## src/rtl/sdseq_pkg.sv

```systemverilog
package sdseq_pkg;
  typedef enum logic [2:0] {
    MD_NORMAL = 3'd0,
    MD_CLKEN  = 3'd1,
    MD_PALL   = 3'd2,
    MD_AREF   = 3'd3,
    MD_LMR    = 3'd4,
    MD_SREF   = 3'd5,
    MD_PDOWN  = 3'd6,
    MD_RSVD   = 3'd7
  } sd_mode_e;

  localparam int F_DEVB    = 3;
  localparam int F_DEVA    = 4;
  localparam int F_REP_LSB = 5;
  localparam int REP_W     = 4;
  localparam int F_MRD_LSB = 9;
  localparam int NDEV      = 2;
endpackage

```

## src/rtl/sdseq_rtimer.sv

```systemverilog
module sdseq_rtimer #(
  parameter int RT_W = 13
) (
  input  logic            clk,
  input  logic            rst_n,
  input  logic            load,
  input  logic [RT_W-1:0] load_val,
  input  logic            run,
  input  logic            take,
  output logic            pend
);
  logic [RT_W-1:0] cnt_q, cnt_n, rel_q, rel_n;
  logic            en_q, en_n, pend_q, pend_n, fire;

  assign fire = en_q & run & ~load & (cnt_q == '0);

  always_comb begin
    cnt_n = cnt_q;
    rel_n = rel_q;
    en_n  = en_q;
    if (load) begin
      rel_n = load_val;
      cnt_n = load_val;
      en_n  = |load_val;
    end else if (en_q & run) begin
      cnt_n = (cnt_q == '0) ? rel_q : cnt_q - 1'b1;
    end
    pend_n = fire | (pend_q & ~take);
  end

  always_ff @(posedge clk or negedge rst_n) begin
    if (!rst_n) begin
      cnt_q  <= '0;
      rel_q  <= '0;
      en_q   <= 1'b0;
      pend_q <= 1'b0;
    end else begin
      cnt_q  <= cnt_n;
      rel_q  <= rel_n;
      en_q   <= en_n;
      pend_q <= pend_n;
    end
  end

  assign pend = pend_q;

  // counter frozen while the clock is gated off
  p_frozen_r11: assert property (@(posedge clk) disable iff (!rst_n)
    (!run && !load) |=> $stable(cnt_q));
  // a request stays until it is consumed
  p_pend_sticky_r10: assert property (@(posedge clk) disable iff (!rst_n)
    (pend_q && !take) |=> pend_q);
endmodule

```

## src/rtl/sdseq_ctrl.sv

```systemverilog
module sdseq_ctrl
  import sdseq_pkg::*;
#(
  parameter int ADDR_W  = 13,
  parameter int RC_CYC  = 7,
  parameter int RP_CYC  = 2,
  parameter int MRD_CYC = 2,
  parameter int XSR_CYC = 7,
  parameter int RAS_CYC = 4
) (
  input  logic              clk,
  input  logic              rst_n,
  input  logic              cmd_wr,
  input  logic [31:0]       cmd_word,
  input  logic              pend,
  output logic              take,
  output logic              busy,
  output logic              cke,
  output logic              issue,
  output sd_mode_e          mode,
  output logic [NDEV-1:0]   mask,
  output logic [ADDR_W-1:0] mrd
);
  localparam int M1 = (RC_CYC > RP_CYC) ? RC_CYC : RP_CYC;
  localparam int M2 = (M1 > MRD_CYC) ? M1 : MRD_CYC;
  localparam int M3 = (M2 > XSR_CYC) ? M2 : XSR_CYC;
  localparam int SLOT_MAX = (M3 > RAS_CYC) ? M3 : RAS_CYC;
  localparam int GAP_W = $clog2(SLOT_MAX + 1);

  typedef enum logic [1:0] {S_IDLE, S_ISSUE, S_GAP} st_e;

  st_e              st_q, st_n;
  logic [GAP_W-1:0] gap_q, gap_n;
  logic [REP_W-1:0] reps_q, reps_n;
  sd_mode_e         mode_q, mode_n, req_mode;
  logic [NDEV-1:0]  mask_q, mask_n, req_mask;
  logic [ADDR_W-1:0] mrd_q, mrd_n;
  logic             cke_q, cke_n, lp_q, lp_n;
  logic             idle, pend_live, acc, slot_end, ld_en;
  logic             unused_cmd;

  function automatic int slot_len(sd_mode_e m, logic lp);
    int v;
    case (m)
      MD_PALL:   v = RP_CYC;
      MD_AREF:   v = RC_CYC;
      MD_LMR:    v = MRD_CYC;
      MD_SREF:   v = RAS_CYC;
      MD_NORMAL: v = lp ? XSR_CYC : 1;
      default:   v = 1;
    endcase
    return (v < 1) ? 1 : v;
  endfunction

  assign unused_cmd = ^cmd_word[31:F_MRD_LSB+ADDR_W];
  assign req_mode   = sd_mode_e'(cmd_word[2:0]);
  assign req_mask   = {cmd_word[F_DEVB], cmd_word[F_DEVA]};
  assign idle       = (st_q == S_IDLE);
  assign pend_live  = pend & cke_q;
  assign take       = idle & pend_live;
  assign acc        = idle & ~pend_live & cmd_wr & (req_mask != '0) & (req_mode != MD_RSVD);
  assign ld_en      = take | acc;
  assign slot_end   = ((st_q == S_ISSUE) && (gap_q == '0)) ||
                      ((st_q == S_GAP) && (gap_q == GAP_W'(1)));

  always_comb begin
    st_n   = st_q;
    gap_n  = gap_q;
    reps_n = reps_q;
    mode_n = mode_q;
    mask_n = mask_q;
    mrd_n  = mrd_q;
    cke_n  = cke_q;
    lp_n   = lp_q;
    if (take) begin
      mode_n = MD_AREF;
      mask_n = '1;
      reps_n = '0;
      st_n   = S_ISSUE;
      gap_n  = GAP_W'(slot_len(MD_AREF, lp_q) - 1);
    end else if (acc) begin
      mode_n = req_mode;
      mask_n = req_mask;
      mrd_n  = cmd_word[F_MRD_LSB +: ADDR_W];
      reps_n = (req_mode == MD_AREF) ? cmd_word[F_REP_LSB +: REP_W] : '0;
      st_n   = S_ISSUE;
      gap_n  = GAP_W'(slot_len(req_mode, lp_q) - 1);
      case (req_mode)
        MD_NORMAL, MD_CLKEN: begin cke_n = 1'b1; lp_n = 1'b0; end
        MD_SREF, MD_PDOWN:   begin cke_n = 1'b0; lp_n = 1'b1; end
        default: ;
      endcase
    end else if (slot_end) begin
      if (reps_q != '0) begin
        reps_n = reps_q - 1'b1;
        st_n   = S_ISSUE;
        gap_n  = GAP_W'(slot_len(mode_q, lp_q) - 1);
      end else begin
        st_n = S_IDLE;
      end
    end else if (st_q == S_ISSUE) begin
      st_n = S_GAP;
    end else if (st_q == S_GAP) begin
      gap_n = gap_q - 1'b1;
    end
  end

  always_ff @(posedge clk or negedge rst_n) begin
    if (!rst_n) begin
      st_q   <= S_IDLE;
      gap_q  <= '0;
      reps_q <= '0;
      cke_q  <= 1'b0;
      lp_q   <= 1'b0;
    end else begin
      st_q   <= st_n;
      gap_q  <= gap_n;
      reps_q <= reps_n;
      cke_q  <= cke_n;
      lp_q   <= lp_n;
    end
  end

  always_ff @(posedge clk or negedge rst_n) begin
    if (!rst_n) begin
      mode_q <= MD_NORMAL;
      mask_q <= '0;
      mrd_q  <= '0;
    end else if (ld_en) begin
      mode_q <= mode_n;
      mask_q <= mask_n;
      mrd_q  <= mrd_n;
    end
  end

  assign busy  = ~idle | pend_live;
  assign issue = (st_q == S_ISSUE);
  assign cke   = cke_q;
  assign mode  = mode_q;
  assign mask  = mask_q;
  assign mrd   = mrd_q;

  // an accepted word shows as busy in the next cycle
  p_busy_after_accept_r6: assert property (@(posedge clk) disable iff (!rst_n)
    acc |=> busy);
  // a gap state always has cycles left to count
  p_gap_nonzero_r5: assert property (@(posedge clk) disable iff (!rst_n)
    (st_q == S_GAP) |-> (gap_q != '0));
  // low-power state implies clock enable is low
  p_lp_cke_r7: assert property (@(posedge clk) disable iff (!rst_n)
    lp_q |-> !cke_q);
endmodule

```

## src/rtl/sdseq_pins.sv

```systemverilog
module sdseq_pins
  import sdseq_pkg::*;
#(
  parameter int ADDR_W = 13
) (
  input  logic              issue,
  input  sd_mode_e          mode,
  input  logic [NDEV-1:0]   mask,
  input  logic [ADDR_W-1:0] mrd,
  output logic [NDEV-1:0]   cs_n,
  output logic              ras_n,
  output logic              cas_n,
  output logic              we_n,
  output logic [ADDR_W-1:0] addr,
  output logic [1:0]        ba
);
  logic is_cmd;

  assign is_cmd = issue & (mode inside {MD_PALL, MD_AREF, MD_LMR, MD_SREF});

  for (genvar g = 0; g < NDEV; g++) begin : g_cs
    assign cs_n[g] = ~(is_cmd & mask[g]);
  end

  always_comb begin
    ras_n = 1'b1;
    cas_n = 1'b1;
    we_n  = 1'b1;
    addr  = '0;
    if (issue) begin
      case (mode)
        MD_PALL: begin
          ras_n    = 1'b0;
          we_n     = 1'b0;
          addr[10] = 1'b1;
        end
        MD_AREF, MD_SREF: begin
          ras_n = 1'b0;
          cas_n = 1'b0;
        end
        MD_LMR: begin
          ras_n = 1'b0;
          cas_n = 1'b0;
          we_n  = 1'b0;
          addr  = mrd;
        end
        default: ;
      endcase
    end
  end

  assign ba = 2'b00;
endmodule

```

## src/rtl/sdram_cmd_seq.sv

```systemverilog
module sdram_cmd_seq
  import sdseq_pkg::*;
#(
  parameter int ADDR_W  = 13,
  parameter int RT_W    = 13,
  parameter int RC_CYC  = 7,
  parameter int RP_CYC  = 2,
  parameter int MRD_CYC = 2,
  parameter int XSR_CYC = 7,
  parameter int RAS_CYC = 4
) (
  input  logic              clk,
  input  logic              rst_n,
  input  logic              cmd_wr,
  input  logic [31:0]       cmd_word,
  input  logic              rfsh_wr,
  input  logic [31:0]       rfsh_word,
  output logic              busy,
  output logic              sd_cke,
  output logic [1:0]        sd_cs_n,
  output logic              sd_ras_n,
  output logic              sd_cas_n,
  output logic              sd_we_n,
  output logic [ADDR_W-1:0] sd_addr,
  output logic [1:0]        sd_ba
);
  logic              pend, take, issue;
  sd_mode_e          mode;
  logic [NDEV-1:0]   mask;
  logic [ADDR_W-1:0] mrd;
  logic              unused_rfsh;

  assign unused_rfsh = ^{rfsh_word[31:RT_W+1], rfsh_word[0]};

  sdseq_rtimer #(.RT_W(RT_W)) u_timer (
    .clk      (clk),
    .rst_n    (rst_n),
    .load     (rfsh_wr),
    .load_val (rfsh_word[1 +: RT_W]),
    .run      (sd_cke),
    .take     (take),
    .pend     (pend)
  );

  sdseq_ctrl #(
    .ADDR_W (ADDR_W), .RC_CYC (RC_CYC), .RP_CYC (RP_CYC),
    .MRD_CYC(MRD_CYC), .XSR_CYC(XSR_CYC), .RAS_CYC(RAS_CYC)
  ) u_ctrl (
    .clk      (clk),
    .rst_n    (rst_n),
    .cmd_wr   (cmd_wr),
    .cmd_word (cmd_word),
    .pend     (pend),
    .take     (take),
    .busy     (busy),
    .cke      (sd_cke),
    .issue    (issue),
    .mode     (mode),
    .mask     (mask),
    .mrd      (mrd)
  );

  sdseq_pins #(.ADDR_W(ADDR_W)) u_pins (
    .issue (issue),
    .mode  (mode),
    .mask  (mask),
    .mrd   (mrd),
    .cs_n  (sd_cs_n),
    .ras_n (sd_ras_n),
    .cas_n (sd_cas_n),
    .we_n  (sd_we_n),
    .addr  (sd_addr),
    .ba    (sd_ba)
  );

  // deselected devices never see an active strobe
  p_nop_deselect_r3: assert property (@(posedge clk) disable iff (!rst_n)
    (&sd_cs_n) |-> (sd_ras_n && sd_cas_n && sd_we_n));
  // a request raised by the timer survives a running operation
  p_pend_kept_r10: assert property (@(posedge clk) disable iff (!rst_n)
    (pend && issue) |=> pend);
  // a request is parked while the clock is gated off
  p_pend_lowpower_r11: assert property (@(posedge clk) disable iff (!rst_n)
    (pend && !sd_cke) |=> pend);
endmodule

```

## config.mk

```make
export PLATFORM = sky130hd
export DESIGN_NAME = sdram_cmd_seq
export DESIGN_NICKNAME = d
export VERILOG_FILES = /design/src/rtl/sdseq_pkg.sv /design/src/rtl/sdseq_rtimer.sv /design/src/rtl/sdseq_ctrl.sv /design/src/rtl/sdseq_pins.sv /design/src/rtl/sdram_cmd_seq.sv
export SDC_FILE = /design/constraint.sdc
export NUM_CORES = 1
export LEC_CHECK = 0
export BUFFER_PORTS_ARGS = -buffer_cell sky130_fd_sc_hd__buf_2
export CAP_MARGIN = 20
export CORE_MARGIN = 5
export CORE_UTILIZATION = 54
export CTS_BUF_LIST = sky130_fd_sc_hd__clkbuf_8
export CTS_CLUSTER_DIAMETER = 120
export DETAILED_ROUTE_END_ITERATION = 10
export PLACE_DENSITY_LB_ADDON = 0.1
export SETUP_SLACK_MARGIN = 0.1
export SLEW_MARGIN = 40
export SYNTH_ARGS = -nofsm -noshare
export SYNTH_HDL_FRONTEND = slang
export SYNTH_SLANG_ARGS = --single-unit
```

## constraint.sdc

```tcl
create_clock -name clk -period 2.7 [get_ports clk]
set_input_delay 0.405 -clock clk [delete_from_list [all_inputs] [get_ports clk]]
set_output_delay 0.405 -clock clk [all_outputs]
set_load 0.02 [all_outputs]
```

# After elaboration in Yosys (flattened, before gate mapping)
# Cells that the tools add are included.
# word_totals
in_bits	68
regBits	57
out_inout_bits	22
elab_cells	137
# op_classes
reduce_logical	30
bitwise_logic	22
n_mux	48
n_eq_ne	16
addsub	6
magnitude_cmp	3
# ops
operator	n
$pmux W32 S4	2
$mux W32	7
$lt A32 B2 Y1 const B	3
$mux W13	4
$mux W3	12
$mux W4	5
$reduce_bool A4 Y1	4
$eq A3 B3 Y1 const B	5
$mux W2	7
$and A1 B1 Y1	13
$logic_not A13 Y1	1
$reduce_or A13 Y1	1
$sub A13 B1 Y13 const B	1
$eq A3 B2 Y1 const B	4
$mux W10	1
$logic_not A3 Y1	3
$reduce_and A3 Y1	3
$sub A3 B2 Y3 const B	3
$reduce_bool A2 Y1	4
$reduce_or A2 Y1	4
$mux W1	7
$eq A3 B1 Y1 const B	2
$not A1 Y1	6
$pmux W1 S2	3
other kinds (15)	20

# Depth between registers and ports, before layout
# logic_depth
ltp_word	15
mapped_depth	8
ltp_nobuf	8

# Hierarchy
# Synthesis repeated with hierarchy kept, for this count alone.
# hier_totals
cells_unflattened	347
area_unflattened_um2	3378.2
# modules_own_cells
mod	n_inst	seq_area_each_um2	cells_per_inst	area_per_inst_um2
sdseq_ctrl	1	725.7	164	1655.3
sdseq_rtimer	1	700.7	154	1503.9
sdseq_pins	1	0.0	29	219.0

# Worst setup path before layout
# No wires, ideal clock.
# synth_path
path_kind	register to register
start	register u_ctrl.cke_q, in the netlist u_ctrl.cke
end	register u_ctrl.gap_q[0]
required_ns	2.574
setup_time_ns	0.126
period_less_slack_ns	2.038
stages_incl_launch_ff	6
n_path_buf	0
setup_slack_ns	0.662
t_arrival_ns	1.911
cell_sequence	dfrtp_1 -> a211o_1 -> o31ai_4 -> a211o_1 -> o221ai_1 -> a221o_1
# synth_between
elab_chain_len	8
word_cells_on_any_way	13
cone_classes	eq/ne: 2; mux: 2; bitwise: 7; reduce/logical: 2
# synth_rtl
element	line_no	source
start, declared	sdseq_ctrl.sv:38	logic cke_q, cke_n, lp_q, lp_n;
start signal, assigned	sdseq_ctrl.sv:119	cke_q <= cke_n;
$and A1 B1 Y1 (*)	sdseq_ctrl.sv:59	assign pend_live = pend & cke_q;
$not A1 Y1	sdseq_ctrl.sv:61	assign acc = idle & ~pend_live & cmd_wr & (req_mask != '0) & (req_mode != MD_RSVD);
$and A1 B1 Y1 (4 in series)	sdseq_ctrl.sv:61	
$ne A4 B4 Y1 (no source line), or another cell as far along	n/a	
$reduce_and A3 Y1 (no source line) or $mux W3 (tied branches)	n/a	
end signal, assigned	sdseq_ctrl.sv:117	gap_q <= gap_n;
end, declared	sdseq_ctrl.sv:33	logic [GAP_W-1:0] gap_q, gap_n;
# Every way passes the cells marked *; elsewhere a longest branch is shown, timed or not.
# A chain may end at the register's enable or synchronous reset.

# Worst setup path in the final report
# layout_path
start	register u_ctrl.gap_q[1]
end	register u_ctrl.gap_q[0]
# layout_between
elab_chain_len	6
word_cells_on_any_way	12
cone_classes	eq/ne: 3; mux: 3; reduce/logical: 6
# layout_rtl
element	line_no	source
$eq A3 B1 Y1 or $logic_not A3 Y1 (tied branches)	sdseq_ctrl.sv:64, sdseq_ctrl.sv:63	
$logic_and A1 B1 Y1, on equally long branches	sdseq_ctrl.sv:64, sdseq_ctrl.sv:63	
$logic_or A1 B1 Y1 (*)	sdseq_ctrl.sv:63	assign slot_end = ((st_q == S_ISSUE) && (gap_q == '0)) ||
$mux W3	sdseq_ctrl.sv:93	end else if (slot_end) begin
$mux W3	sdseq_ctrl.sv:81	end else if (acc) begin
$mux W3	sdseq_ctrl.sv:75	if (take) begin
# Marks and branches as above.

==> results.sh <==
export IMPL_status="complete, no violations"
export IMPL_max_stage_delay_ns=0.46
export IMPL_cts_root_buf="clkbuf_8"
export IMPL_drive_above_1_share_pct=22.78
export IMPL_dpl_cell_area_sq_um=3598
export IMPL_finalPower_mw=3.076
export IMPL_synth_area_leaders="dfrtp_1 (44%), nand2_1 (7.3%), nor2_1 (3.1%)"
export IMPL_vias_per_cell=5.553
export IMPL_antenna_found_initial=0
export IMPL_endpoint_kind="flip-flop"
export IMPL_drt_initial_drc_count=113
export IMPL_hold_path_class="in -> async"
export IMPL_antenna_left=0
export IMPL_setup_viol=0
export IMPL_synth_top_cell_area_share_pct=44.32
export IMPL_max_freq_mhz=440.3
export IMPL_worstPathBufferInverterCount=1
export IMPL_synth_flop_cell="dfrtp_1"
export IMPL_die_area_sq_um=7603
export IMPL_layout_nets=487
export IMPL_crit_type="reg -> reg"
export IMPL_syn_to_final_growth_pct=17.69
export IMPL_tightestPinTransition_ns=0.6593
export IMPL_crit_chain="inv_1, ha_1, nor4bb_1, a2bb2oi_1, a211o_1, o221ai_1, a221o_1"
export IMPL_io_pin_count=90
export IMPL_power_density_nw_per_um2=812.3
export IMPL_avgSynthCellArea_sq_um=9.221
export IMPL_hold_slack_ns=0.08564
export IMPL_initial_core_util_pct=55.00
export IMPL_wirelength_mm=7.180
export IMPL_vdd_drop_max_mv=0.4623
export IMPL_h_tree_depth=3
export IMPL_synth_edf_count=0
export IMPL_place_detailed_hpwl_mm=5.252
export IMPL_syn_area_sq_um=3218
export IMPL_cpLargestDelayFamily="compound AO/OA/AOI/OAI gates"
export IMPL_multi_input_area_sq_um=1663
export IMPL_fin_skew_ns=0.01012
export IMPL_fin_area_sq_um=3787
export IMPL_period_minus_slack_ns=2.271
export IMPL_ys_async_sr_fraction_pct=100.0
export IMPL_fin_util_pct=64.73
export IMPL_diodes=0
export IMPL_cap_viol_max_count=0
export IMPL_cts_setup_buffers=0
export IMPL_drc=0
export IMPL_synth_warnings=0
export IMPL_yosys_area_top_type="dfrtp_1"
export IMPL_nFillCells=517
export IMPL_grt_pass1_vias=2659
export IMPL_die_h_um=87.20
export IMPL_path_max_fanout=5
export IMPL_firstDrtPassIters=4
export IMPL_core_area_sq_um=5851
export IMPL_ys_ff_latch=57
export IMPL_synth_seq_area_share_pct=44.32
export IMPL_overflow=0
export IMPL_clkSinkCount=57
export IMPL_vias=2732
export IMPL_cpMaxStageDelayCell="nor4bb_1"
export IMPL_wl_per_cell_um=14.59
export IMPL_yosysUniqueCellTypes=60
export IMPL_placementRows=28
export IMPL_holdBufCountCts=0
export IMPL_cts_buffer_depth=2
export IMPL_p_leak_nw=1.845
export IMPL_fin_crit_sh_pct=84.12
export IMPL_clk_latency_ns=0.34
export IMPL_io_buffers=58
export IMPL_max_slew_margin_pct=56.05
export IMPL_start_kind="flip-flop"
export IMPL_grt_max_degree=40
export IMPL_gr_usage_all_layers_pct=20.53
export IMPL_grt_pass1_wl_mm=12.21
export IMPL_seq_area_sq_um=1426
export IMPL_dieWidth_um=87.20
export IMPL_final_hold_viol_count=0
export IMPL_cp_arrival_ns=2.49
export IMPL_synthCells=349
export IMPL_critPathRequiredTime_ns=2.92
export IMPL_tns_ns=0
export IMPL_cts_resized=0
export IMPL_gp_congestion=0.8790
export IMPL_final_max_slew_viol_count=0
export IMPL_clk_pin_slew_ns=0.07
export IMPL_rsz0062_at_grt="false"
export IMPL_cts_tree="built"
export IMPL_cts_buffers_inserted=9
## final timing paths
| kind | cells after the start | to | slack (ns) | startpoint |
|---|---|---|---|---|
| min in group clk | 3 | u_ctrl.mrd[12] | 0.25 | cmd_word[21] |
| max | 7 | u_ctrl.gap_q[0] | 0.43 | u_ctrl.gap_q[1] |
| min reg2reg | 2 | u_ctrl.mrd[8] | 0.47 | u_ctrl.mrd[8] |
| min | 1 | u_timer.rel_q[2] | 0.09 | rst_n |
| max in group asynchronous | 2 | u_ctrl.mrd[3] | 2.02 | rst_n |
| max reg2reg | 7 | u_ctrl.gap_q[0] | 0.43 | u_ctrl.gap_q[1] |
## report_power, final
| group | total [mW] | switching, mW | leakage, nW | internal, mW |
|---|---|---|---|---|
| clock | 0.762 | 0.324 | 0.110 | 0.438 |
| combinational | 0.951 | 0.497 | 1.06 | 0.455 |
| sequential | 1.36 | 0.243 | 0.680 | 1.12 |
| total | 3.08 | 1.06 | 1.85 | 2.01 |
## metrics by stage
stage | worst slack [ns] | cells
floorplan | 0.6625 | 350
global placement | 0.4971 | 476
detailed placement | 0.4582 | 476
CTS | 0.4314 | 492
global route | 0.1557 | 492
finish | 0.4288 | 492
## routing by layer
| layer | vias to the layer above | track usage [%] | part of all wire [%] |
|---|---|---|---|
| li1 | 1348 | - | - |
| met5 | - | 0 | 0 |
| met2 | 75 | 33.06 | 49 |
| met3 | 9 | 3.974 | 5.2 |
| met1 | 1300 | 26.72 | 44 |
| met4 | 0 | 9.484 | 1.5 |
## cell usage in the layout, fill, tap and decap left out, types with 5 or more instances in the layout
cell type,Yosys,routed
dfrtp_1,57,57
xor2_1,6,6
mux2i_1,6,6
nand3_1,5,5
nor2_1,27,27
clkbuf_8,0,10
buf_4,2,5
xnor2_1,5,5
ha_1,7,7
o21ai_0,10,10
buf_2,1,58
o21ai_1,9,9
a21oi_1,13,13
nor3_1,9,9
inv_1,18,21
a22oi_1,10,10
nand2_1,63,63
mux2_2,8,8
and2_1,13,13
## layout make-up
class / instances / share of cell area [%]
Sequential cell: 57 / 37.66
Clock inverter: 6 / 1.354
Timing Repair Buffer: 64 / 9.184
Inverter: 18 / 1.784
Multi-Input combinational cell: 262 / 43.90
Tap cell: 75 / 2.478
Clock buffer: 10 / 3.634
## state kept, by name, summed over array words and instances (netlist names)
register,flops
u_ctrl.mrd,13
u_timer.cnt_q,13
u_timer.rel_q,13
u_ctrl.reps_q,4
u_ctrl.gap_q,3
u_ctrl.mode,3
u_ctrl.mask,2
u_ctrl.st_q,2
u_ctrl.cke,1
u_ctrl.lp_q,1
u_timer.en_q,1
u_timer.pend,1
## Yosys cell counts, types with 5 or more instances
library cell,number
xnor2_1,5
xor2_1,6
a21oi_1,13
nand3_1,5
nor2_1,27
inv_1,18
o21ai_1,9
a22oi_1,10
dfrtp_1,57
nand2_1,63
mux2i_1,6
o21ai_0,10
ha_1,7
nor3_1,9
and2_1,13
clkbuf_1,6
mux2_2,8
## worst reg2reg max path, cell delays in order, from the launching register on
cell and delay [ns]:
dfrtp_1 0.36, inv_1 0.11, ha_1 0.17, nor4bb_1 0.46, a2bb2oi_1 0.37, a211o_1 0.24
o221ai_1 0.14, a221o_1 0.31
## cell families after synthesis
logic type / after synthesis / share of synthesized area [%]
and+or+nand+nor: 151 / 24.14
buffers and inverters: 31 / 4.121
DFF: 57 / 44.32
muxes: 15 / 5.016
adders and majority gates: 7 / 2.721
AOI/OAI and AO/OA: 76 / 16.56
other: 1 / 0.1165
xor gates and xnor gates: 11 / 2.994
Power figures use the tool's default switching activity.
